## src/rtl/fdc_pkg.sv

```systemverilog
package fdc_pkg;
    typedef enum logic [1:0] {
        ST_IDLE = 2'd0,
        ST_DIV1 = 2'd1,
        ST_DIV2 = 2'd2
    } fdc_state_e;
endpackage

```

## src/rtl/fdc_divider.sv

```systemverilog
module fdc_divider #(
    parameter int W = 32
) (
    input  logic         clk,
    input  logic         rst_n,
    input  logic         go,
    input  logic [W-1:0] num,
    input  logic [W-1:0] den,
    output logic         fin,
    output logic [W-1:0] quo,
    output logic [W-1:0] rem
);
    localparam int CW = $clog2(W + 1);

    typedef struct packed {
        logic          busy;
        logic          fin;
        logic [CW-1:0] cnt;
        logic [W-1:0]  quo;
        logic [W-1:0]  rem;
        logic [W-1:0]  den;
    } dv_t;

    dv_t         q, d;
    logic [W:0]  trial;
    logic [W:0]  diff;

    always_comb begin
        d      = q;
        d.fin  = 1'b0;
        trial  = {q.rem, q.quo[W-1]};
        diff   = trial - {1'b0, q.den};
        if (q.busy) begin
            if (trial >= {1'b0, q.den}) begin
                d.rem = diff[W-1:0];
                d.quo = {q.quo[W-2:0], 1'b1};
            end else begin
                d.rem = trial[W-1:0];
                d.quo = {q.quo[W-2:0], 1'b0};
            end
            d.cnt = q.cnt - 1'b1;
            if (q.cnt == CW'(1)) begin
                d.busy = 1'b0;
                d.fin  = 1'b1;
            end
        end else if (go) begin
            d.busy = 1'b1;
            d.cnt  = CW'(W);
            d.quo  = num;
            d.rem  = '0;
            d.den  = den;
        end
    end

    always_ff @(posedge clk) begin
        if (!rst_n) q <= '0;
        else        q <= d;
    end

    assign fin = q.fin;
    assign quo = q.quo;
    assign rem = q.rem;

    // a finished division leaves a remainder below the divisor
    a_r4_rem_below_den: assert property (@(posedge clk) disable iff (!rst_n)
        q.fin |-> (q.rem < q.den));
endmodule

```

## src/rtl/fdc_factor_sel.sv

```systemverilog
module fdc_factor_sel #(
    parameter int W  = 32,
    parameter int MW = 4,
    parameter int PW = 2
) (
    input  logic [W-1:0]  ratio,
    input  logic          force_max,
    output logic [PW-1:0] p_sel,
    output logic [MW-1:0] m_sel,
    output logic [MW:0]   lin,
    output logic          sat
);
    localparam int PMAX   = (1 << PW) - 1;
    localparam int LINMAX = 1 << MW;

    logic [W:0] sum;
    logic [W:0] shifted;

    always_comb begin
        p_sel = PW'(PMAX);
        for (int k = PMAX - 1; k >= 0; k--) begin
            if ({1'b0, ratio} < ((W+1)'(1) << (MW + k))) p_sel = PW'(k);
        end
        sum     = {1'b0, ratio} + (((W+1)'(1) << p_sel) - (W+1)'(1));
        shifted = sum >> p_sel;
        sat     = force_max || (shifted > (W+1)'(LINMAX));
        if (sat) begin
            p_sel = PW'(PMAX);
            lin   = (MW+1)'(LINMAX);
        end else begin
            lin   = shifted[MW:0];
        end
        m_sel = MW'(lin - (MW+1)'(1));
    end
endmodule

```

## src/rtl/fdc_calc.sv

```systemverilog
module fdc_calc #(
    parameter int W  = 32,
    parameter int MW = 4,
    parameter int PW = 2
) (
    input  logic          clk,
    input  logic          rst_n,
    input  logic          start,
    input  logic          round_only,
    input  logic [W-1:0]  parent_hz,
    input  logic [W-1:0]  target_hz,
    output logic          busy,
    output logic          done,
    output logic [MW-1:0] m_out,
    output logic [PW-1:0] p_out,
    output logic [W-1:0]  rate_out,
    output logic          unreachable
);
    import fdc_pkg::*;

    localparam int PMAX = (1 << PW) - 1;
    localparam int MMAX = (1 << MW) - 1;

    typedef struct packed {
        fdc_state_e    st;
        logic [W-1:0]  parent;
        logic          rnd;
        logic          zero;
        logic [PW-1:0] p_pend;
        logic [MW-1:0] m_pend;
        logic          sat_pend;
        logic [MW-1:0] m;
        logic [PW-1:0] p;
        logic [W-1:0]  rate;
        logic          unr;
        logic          done;
    } calc_t;

    calc_t         q, d;
    logic          dv_go;
    logic [W-1:0]  dv_num, dv_den, dv_quo, dv_rem;
    logic          dv_fin;
    logic [W-1:0]  ratio;
    logic [W-1:0]  clamp;
    logic [PW-1:0] sel_p;
    logic [MW-1:0] sel_m;
    logic [MW:0]   sel_lin;
    logic          sel_sat;

    fdc_divider #(.W(W)) u_div (
        .clk(clk), .rst_n(rst_n), .go(dv_go), .num(dv_num), .den(dv_den),
        .fin(dv_fin), .quo(dv_quo), .rem(dv_rem)
    );

    assign ratio = dv_quo + W'(dv_rem != '0);

    fdc_factor_sel #(.W(W), .MW(MW), .PW(PW)) u_sel (
        .ratio(ratio), .force_max(q.zero), .p_sel(sel_p), .m_sel(sel_m),
        .lin(sel_lin), .sat(sel_sat)
    );

    always_comb begin
        d      = q;
        d.done = 1'b0;
        dv_go  = 1'b0;
        dv_num = '0;
        dv_den = '0;
        clamp  = (target_hz > parent_hz) ? parent_hz : target_hz;
        case (q.st)
            ST_IDLE: if (start) begin
                d.parent = parent_hz;
                d.rnd    = round_only;
                d.zero   = (clamp == '0);
                dv_go    = 1'b1;
                dv_num   = parent_hz;
                dv_den   = (clamp == '0) ? W'(1) : clamp;
                d.st     = ST_DIV1;
            end
            ST_DIV1: if (dv_fin) begin
                d.p_pend   = sel_p;
                d.m_pend   = sel_m;
                d.sat_pend = sel_sat;
                dv_go      = 1'b1;
                dv_num     = q.parent >> sel_p;
                dv_den     = W'(sel_lin);
                d.st       = ST_DIV2;
            end
            ST_DIV2: if (dv_fin) begin
                d.rate = dv_quo;
                d.unr  = q.sat_pend;
                if (!q.rnd) begin
                    d.m = q.m_pend;
                    d.p = q.p_pend;
                end
                d.done = 1'b1;
                d.st   = ST_IDLE;
            end
            default: d.st = ST_IDLE;
        endcase
    end

    always_ff @(posedge clk) begin
        if (!rst_n) q <= '0;
        else        q <= d;
    end

    assign busy        = (q.st != ST_IDLE);
    assign done        = q.done;
    assign m_out       = q.m;
    assign p_out       = q.p;
    assign rate_out    = q.rate;
    assign unreachable = q.unr;

    // completion pulse lasts one cycle
    a_r8_done_one_cycle: assert property (@(posedge clk) disable iff (!rst_n)
        done |=> !done);
    // completion only ends a busy period
    a_r8_done_after_busy: assert property (@(posedge clk) disable iff (!rst_n)
        $rose(done) |-> $past(busy));
    // rounding-only request keeps the divider fields
    a_r5_round_keeps_fields: assert property (@(posedge clk) disable iff (!rst_n)
        (done && q.rnd) |-> ($stable(m_out) && $stable(p_out)));
    // saturated result uses the largest settings
    a_r6_sat_max: assert property (@(posedge clk) disable iff (!rst_n)
        (done && unreachable && !q.rnd) |-> (m_out == MW'(MMAX) && p_out == PW'(PMAX)));
    // produced frequency never exceeds the source
    a_r4_rate_bound: assert property (@(posedge clk) disable iff (!rst_n)
        done |-> (rate_out <= q.parent));
endmodule

```

## config.mk

```make
export PLATFORM = sky130hd
export DESIGN_NAME = fdc_calc
export DESIGN_NICKNAME = d
export VERILOG_FILES = /design/src/rtl/fdc_pkg.sv /design/src/rtl/fdc_divider.sv /design/src/rtl/fdc_factor_sel.sv /design/src/rtl/fdc_calc.sv
export SDC_FILE = /design/constraint.sdc
export NUM_CORES = 1
export LEC_CHECK = 0
export BUFFER_PORTS_ARGS = -buffer_cell sky130_fd_sc_hd__buf_2
export CAP_MARGIN = 20
export CORE_AREA = 2 2 159 161
export CTS_BUF_LIST = sky130_fd_sc_hd__clkbuf_4 sky130_fd_sc_hd__clkbuf_8 sky130_fd_sc_hd__clkbuf_16
export DETAILED_ROUTE_END_ITERATION = 6
export DIE_AREA = 0 0 161 163
export HOLD_SLACK_MARGIN = 0.06
export PLACE_DENSITY = 0.95
export SKIP_LAST_GASP = 1
export SLEW_MARGIN = 20
export SYNTH_ARGS = -nofsm -noshare
export SYNTH_HDL_FRONTEND = slang
export SYNTH_SLANG_ARGS = --single-unit
```

## constraint.sdc

```tcl
create_clock -name clk -period 23.6 [get_ports clk]
set_input_delay 1.18 -clock clk [delete_from_list [all_inputs] [get_ports clk]]
set_output_delay 1.18 -clock clk [all_outputs]
set_load 0.1 [all_outputs]
```

==> metrics.md, run 1 <==
| Metric | Value |
|---|---|
| #FFs+latches synth | `187` |
| FF-to-FF setup slack | `13320 ps` |
| Skew-Pair Late Insertion Delay | `450 ps` |
| Post-CTS setup buffers | `0` |
| Area growth syn-to-layout | `6.62%` |
| Worst-path fanout max | `13` |
| Total grt overflow | `0` |
| CP required | `23970 ps` |
| CP max stage delay | `580 ps` |
| Vias per std cell | `6.67` |
| Clock skew | `17.4 ps` |
| Initial DRC count | `1956` |
| Vias in the first global route | `15.5k` |
| Die Y | `163 um` |
| Final net count | `2322` |
| IO Pins | `109` |
| Routability cong. | `0.983` |
| Final core utilization | `68.1%` |
| Slew Viols, Final | `0` |
| CP Launch Type | `register` |
| Initial antenna violation count | `2` |
| Worst-Margin Slew | `1040 ps` |
| WL final | `49400 um` |
| Core ar. | `24700 um^2` |
| DR pass1 iterations | `6` |
| H-tree levels | `4` |
| Reg clk slew, reported paths | `80 ps` |
| Mean post-synth cell area | `7.43 um^2` |
| Setup TNS Final | `0 ps` |
| RSZ-0062 raised after global routing | `no` |
| Max-cap violations | `0` |
| Arr. time, crit path | `10650 ps` |
| Synth unique cells | `98` |
| Global-route wire length before repair | `79100 um` |
| Num rows | `58` |
| Initial core utilization | `63.9%` |
| Die Area | `26200 um^2` |
| Root buffer cell | `clkbuf_16` |
| Largest net degree at the start of global routing | `90` |
| Tcrit/Tclk final | `43.5%` |
| CTS Buffer Depth | `2` |
| CP dominant cell by count | `ha_1` |
| Crit end category | `register` |
| Setup Crit Path Kind | `register to register` |
| Crit path max-delay cell type | `a221oi_4` |
| Drt drc | `0` |
| Hold depth | `2` |
| Synth top area share | `23.8%` |
| DPL Wire Length | `36700 um` |
| Syn nets | `2315` |
| Cell taking the most area after synthesis | `dfxtp_1` |
| Achievable Freq | `97.3 MHz` |
| Final Total Pwr | `0.00185 W` |
| CTS tree | `built` |
| Die Wd | `161 um` |
| Most frequent cell after synthesis | `nand2_1` |
| Synth top cells by count | `334 x nand2_1, 187 x dfxtp_1, 169 x o21ai_0` |
| Post-synth EDFFs | `0` |
| Post-cts hold buffer count | `0` |
| CTS Sinks | `187` |
| All-layer global routing usage | `37.3%` |
| Status | `completed` |
| Post-CTS sizing | `0` |
| Vias | `16.5k` |
| Worst Reg-to-Reg Cells | `35` |
| Peak supply drop | `0.0960 mV` |
| Crit path time final | `10280 ps` |
| Layout cells sized above 1 | `12.1%` |
| Antenna viol nets, final | `0` |
| Worst slew margin | `30.8%` |
| Post-Syn Area | `15800 um^2` |
| Sequential area share after synthesis | `23.8%` |
| Top_reg_cell synth | `dfxtp_1` |
| CTS Buf Count | `17` |
| Ranking of synthesized cells by area | `dfxtp_1 24%, ha_1 9.8%, nand2_1 8.0%` |
| Synth Warn # | `0` |
| Fin. Hold Viols | `0` |
| Setup Viol. Count Final | `0` |
| P per Cell Area | `110 nW/um^2` |
| Syn Inst Count | `2121` |
| Ys async rst share | `0%` |
| Port bufs | `108` |
| Worst Hold Class | `register to register` |
| LEAKAGE | `7.20 nW` |
| Average wire per standard cell | `20.0 um` |
## power breakdown
group	leakage [nW]	switching (W)	internal [W]
registers	1.52	0.0000363	0.000345
logic	5.38	0.000720	0.000450
clock network	0.296	0.000154	0.000145
total	7.20	0.000910	0.000940
## routing by layer
metal  track usage (%)  share of wire, %  routed length (um)  up-vias
li1                  -                 -                   -     7545
met4              18.8               5.3                2640        0
met1              48.5                40               19500     7648
met2              59.3                44               21700     1065
met5                 0                 0                   0        -
met3              7.05                11                5530      226
## cells in the final DEF, fill, tap and decap left out, drive strengths merged, types with 9 or more instances in the layout
cell type / instances
mux2: 28
and2: 16
nand2b: 18
nor3: 37
or2: 11
xnor2: 41
inv: 152
a21oi: 157
a21boi: 9
a311oi: 9
a211oi: 14
o21ai: 177
xor2: 32
nor2b: 14
a31oi: 20
o21a: 17
nand3: 38
o31ai: 10
o211ai: 11
o21bai: 9
nand2: 335
buf: 122
a21o: 38
dfxtp: 187
ha: 124
nor4: 36
mux2i: 54
a2bb2oi: 21
and3: 25
nand4: 34
or3: 22
clkbuf: 17
nor2: 160
a31o: 29
## final timing paths
| check | startpoint | to |
|---|---|---|
| setup reg to reg | u_div.rem[1] | q[43] |
| hold reg to reg | rate_out[2] | rate_out[2] |
| setup / recovery | u_div.rem[1] | q[43] |
| hold / removal | rate_out[2] | rate_out[2] |
## final cells by class
type	instances	area, um^2
diodes	2	5.00
clock buffers	17	425
clock inverters	15	180
fillers	2018	7880
inverters	142	533
multi-input cells	1658	10900
flip-flops and latches	187	3740
well taps	330	413
repair buffers	122	646
## worst max-delay path: cells and delay by family, from the launching register on
kind | cells | cell delay, ps
and+or+nand+nor | 15 | 4600
AOI/OAI and AO/OA | 9 | 2910
xor gates and xnor gates | 1 | 320
adders and majority gates | 7 | 1870
DFF | 1 | 350
buffers and inverters | 3 | 150
## through the flow
stage | cells | cell area (um^2) | hold WS, ps | setup slack (ps)
final | 2473 | 16800 | 454 | 13320
after global routing | 2472 | 16800 | 473 | 12680
after CTS | 2471 | 16800 | 456 | 13530
after detailed placement | 2439 | 16200 | 444 | 13700
after global placement | 2439 | 16200 | 435 | 13990
after floorplan | 2121 | 15800 | 425 | 14780
## cell families after synthesis
| kind of cell | share of synthesized area, % |
|---|---|
| AND/OR/NAND/NOR | 23.5 |
| AO/OA/AOI/OAI | 25.2 |
| buffers and inverters | 7.62 |
| flip-flops | 23.8 |
| adder cells (fa/ha/maj) | 10.1 |
| multiplexers | 5.86 |
| XOR/XNOR | 4.06 |
## sequential cells by signal (all words and copies together), names as in the netlist
signal and flops:
q 43, u_div.q 39, done 1, p_out 2, u_div.fin 1, rate_out 32
unreachable 1, m_out 4, u_div.quo 32, u_div.rem 32
Note: power is estimated with default switching activity, not from simulation.
==> run 2: changes to the inputs <==
Settings changed: ABC_AREA from default to 1, CORE_AREA 2 2 159 161 to 2 2 162 164, DIE_AREA 0 0 161 163 to 0 0 164 166, PLACE_DENSITY 0.95 to 0.92.
Clock period 23.6 ns to 10.2 ns, I/O delays scaled along.
==> run 2 against run 1 <==
  * The flow now finishes with violations (design-rule violations)
  * Global-route usage decreased by 0.86 points
  * Highest routed layer unchanged
  * Synthesized cell count increased by 20%
  * Power increased by 110%
==> metrics.md, run 2 <==
| Metric | Value |
|---|---|
| Initial DRC count | `1794 (was 1956)` |
| Post-CTS sizing | `0 (unchanged)` |
| Cell taking the most area after synthesis | `dfxtp_1 (unchanged)` |
| Mean post-synth cell area | `6.15 um^2 (was 7.43 um^2)` |
| Layout cells sized above 1 | `7.25% (was 12.1%)` |
| Post-cts hold buffer count | `0 (unchanged)` |
| Final net count | `2747 (was 2322)` |
| CTS Buf Count | `17 (unchanged)` |
| Worst Path Buf+Inv | `7 (was 3)` |
| Top flop regs | `q: 43 flops, u_div.q: 39 flops (unchanged)` |
| #FFs+latches synth | `187 (unchanged)` |
| WL final | `50000 um (was 49400 um)` |
| Ys async rst share | `0% (unchanged)` |
| Die Area | `27200 um^2 (was 26200 um^2)` |
| Failing checks | `design-rule violations` |
| Setup Viol. Count Final | `0 (unchanged)` |
| Core ar. | `25600 um^2 (was 24700 um^2)` |
| Non-Filler Instances | `2901 (was 2473)` |
| Clock skew | `26.5 ps (was 17.4 ps)` |
| Worst-path fanout max | `32 (was 13)` |
| CP Launch Type | `register (unchanged)` |
| DPL Wire Length | `38100 um (was 36700 um)` |
| H-tree levels | `4 (unchanged)` |
| Crit path time final | `9030 ps (was 10280 ps)` |
| Ranking of synthesized cells by area | `dfxtp_1 24%, nand2_1 15%, ha_1 9.9% (was dfxtp_1 24%, ha_1 9.8%, nand2_1 8.0%)` |
| Synth unique cells | `50 (was 98)` |
| Worst R2R Start | `u_div.rem[20] (was u_div.rem[1])` |
| Synth top cells by count | `646 x nand2_1, 342 x inv_1, 239 x a21oi_1 (was 334 x nand2_1, 187 x dfxtp_1, 169 x o21ai_0)` |
| Vias | `17.2k (was 16.5k)` |
| CP required | `10580 ps (was 23970 ps)` |
| DR pass1 iterations | `7 (was 6)` |
| Achievable Freq | `111 MHz (was 97.3 MHz)` |
| Root buffer cell | `clkbuf_16 (unchanged)` |
| # diodes | `0 (was 2)` |
| Most frequent cell after synthesis | `nand2_1 (unchanged)` |
| Vias in the first global route | `15.8k (was 15.5k)` |
| Worst slew margin | `31.7% (was 30.8%)` |
| Worst setup path startpoint | `u_div.rem[20] (was u_div.rem[1])` |
| P per Cell Area | `233 nW/um^2 (was 110 nW/um^2)` |
| Total grt overflow | `0 (unchanged)` |
| Crit path max-delay cell type | `nor3b_1 (was a221oi_4)` |
| Routability cong. | `1.03 (was 0.983)` |
| Skew-Pair Late Insertion Delay | `460 ps (was 450 ps)` |
| Initial core utilization | `61.2% (was 63.9%)` |
| Arr. time, crit path | `9410 ps (was 10650 ps)` |
| Commonest non-fill, non-tap cells in the layout | `646 x nand2_1, 342 x inv_1, 239 x a21oi_1, 216 x nor2_1, 212 x nand3_1 (was 334 x nand2_1, 187 x dfxtp_1, 169 x o21ai_0, 156 x a21oi_1, 155 x nor2_1)` |
| Average wire per standard cell | `17.2 um (was 20.0 um)` |
| Top_reg_cell synth | `dfxtp_1 (unchanged)` |
| Post-CTS setup buffers | `0 (unchanged)` |
| Cells after DPL | `2867 (was 2439)` |
| Biggest register | `q (unchanged)` |
| All-layer global routing usage | `36.4% (was 37.3%)` |
| Crit end category | `register (unchanged)` |
| Final Instance Area | `16700 um^2 (was 16800 um^2)` |
| Syn nets | `2743 (was 2315)` |
| Commonest non-fill, non-tap cell in the layout | `nand2_1 (unchanged)` |
| Hold_sp | `round_only (was rate_out[2])` |
| LEAKAGE | `8.26 nW (was 7.20 nW)` |
| Max reg flops | `43 (unchanged)` |
| Global-route wire length before repair | `79700 um (was 79100 um)` |
| Post-synth EDFFs | `0 (unchanged)` |
| Area growth syn-to-layout | `6.34% (was 6.62%)` |
| Initial antenna violation count | `0 (was 2)` |
| Max-cap violations | `0 (unchanged)` |
| Status | `complete, but fails checks (was completed)` |
| Tcrit/Tclk final | `88.5% (was 43.5%)` |
| Slew Viols, Final | `0 (unchanged)` |
| Crit path max-delay family | `simple AND/OR/NAND/NOR gates (unchanged)` |
| Die Wd | `164 um (was 161 um)` |
| CTS Sinks | `187 (unchanged)` |
| Setup Crit Path Kind | `register to register (unchanged)` |
| Synth Warn # | `0 (unchanged)` |
| Fin. Hold Viols | `0 (unchanged)` |
| CTS Buffer Depth | `2 (unchanged)` |
| RSZ-0062 raised after global routing | `no (unchanged)` |
| Largest net degree at the start of global routing | `68 (was 90)` |
| Fillers | `2293 (was 2018)` |
| Num rows | `59 (was 58)` |
| FF-to-FF setup slack | `1170 ps (was 13320 ps)` |
| IO Pins | `109 (unchanged)` |
| Reg clk slew, reported paths | `90 ps (was 80 ps)` |
| Synth top area share | `23.9% (was 23.8%)` |
| Sequential area share after synthesis | `23.9% (was 23.8%)` |
| Port bufs | `108 (unchanged)` |
| Drt drc | `5 (was 0)` |
| Post-Syn Area | `15700 um^2 (was 15800 um^2)` |
| Setup TNS Final | `0 ps (unchanged)` |
| CP dominant cell by count | `nand3_1 (was ha_1)` |
| Vias per std cell | `5.92 (was 6.67)` |
| Final Total Pwr | `0.00388 W (was 0.00185 W)` |
| CP max stage delay | `750 ps (was 580 ps)` |
| Final core utilization | `65.0% (was 68.1%)` |
| Peak supply drop | `0.263 mV (was 0.0960 mV)` |
| Die Y | `166 um (was 163 um)` |
| Worst Hold Class | `primary input to register (was register to register)` |
| CTS tree | `built (unchanged)` |
| Antenna viol nets, final | `0 (unchanged)` |
| Placed cell area | `16000 um^2 (was 16200 um^2)` |
| Syn Inst Count | `2549 (was 2121)` |
| Worst-Margin Slew | `1020 ps (was 1040 ps)` |
-- run 2: cell count changes in the layout (fill, tap and decap cells not counted), moves of 21 or more --
cell,previous run,this run
a21o_1,38,6
nand3_1,33,212
a31o_2,28,0
a2bb2oi_1,21,0
inv_1,141,342
nand2_1,334,646
a21oi_1,156,239
a22oi_1,5,30
mux2i_1,54,0
nor2_1,155,216
and3_1,25,1
xnor2_1,41,17
-- run 2: final cells by class --
class	count	area, um^2	area share [%]
clock buffer	19	447	2.68
clock inverter	13	144	0.864
multi-input combinational	1873	9900	59.4
inverter	350	1320	7.90
tap	335	419	2.52
sequential	187	3740	22.5
timing repair buffer	124	686	4.12
-- run 2: power breakdown --
| part | internal (W) | switching, W | leakage, nW |
|---|---|---|---|
| registers | 0.000807 | 0.0000809 | 1.52 |
| clock network | 0.000339 | 0.000341 | 0.290 |
| logic | 0.000771 | 0.00154 | 6.45 |
| total | 0.00192 | 0.00196 | 8.26 |
-- run 2: per-stage QoR --
step                      setup slack (ps)  hold WS, ps
after floorplan                       3420          441
after global placement                2150          450
after detailed placement              1770          454
after CTS                             1650          321
after global routing                   386          340
final                                 1170          316
-- run 2: logic make-up after synthesis --
| family | count (synthesis) | synth area share, % |
|---|---|---|
| DFF | 187 | 23.9 |
| AOI/OAI and AO/OA | 487 | 17.0 |
| buffers and inverters | 489 | 13.0 |
| xor gates and xnor gates | 62 | 3.47 |
| and+or+nand+nor | 1198 | 32.5 |
| adders and majority gates | 126 | 10.2 |
-- run 2: final timing paths --
kind	endpoint	cells after the start
setup / recovery	u_div.quo[21]	47
hold / removal	q[48]	3
setup reg to reg	u_div.quo[21]	47
hold reg to reg	q[51]	2
-- run 2: worst reg2reg max path, delay by kind of cell (launching register included) --
| family | cells | cell delay, ps |
|---|---|---|
| flip-flops | 1 | 390 |
| AO/OA/AOI/OAI | 5 | 670 |
| adder cells (fa/ha/maj) | 6 | 1690 |
| XOR/XNOR | 1 | 230 |
| buffers and inverters | 7 | 890 |
| AND/OR/NAND/NOR | 28 | 5070 |
-- run 2: routing by layer --
metal / vias to the layer above / GRT usage [%] / routed length (um)
li1: 8301 / - / -
met1: 7763 / 45.0 / 19900
met2: 932 / 61.6 / 23200
met3: 172 / 5.54 / 4250
met4: 0 / 17.7 / 2640
met5: - / 0 / 0
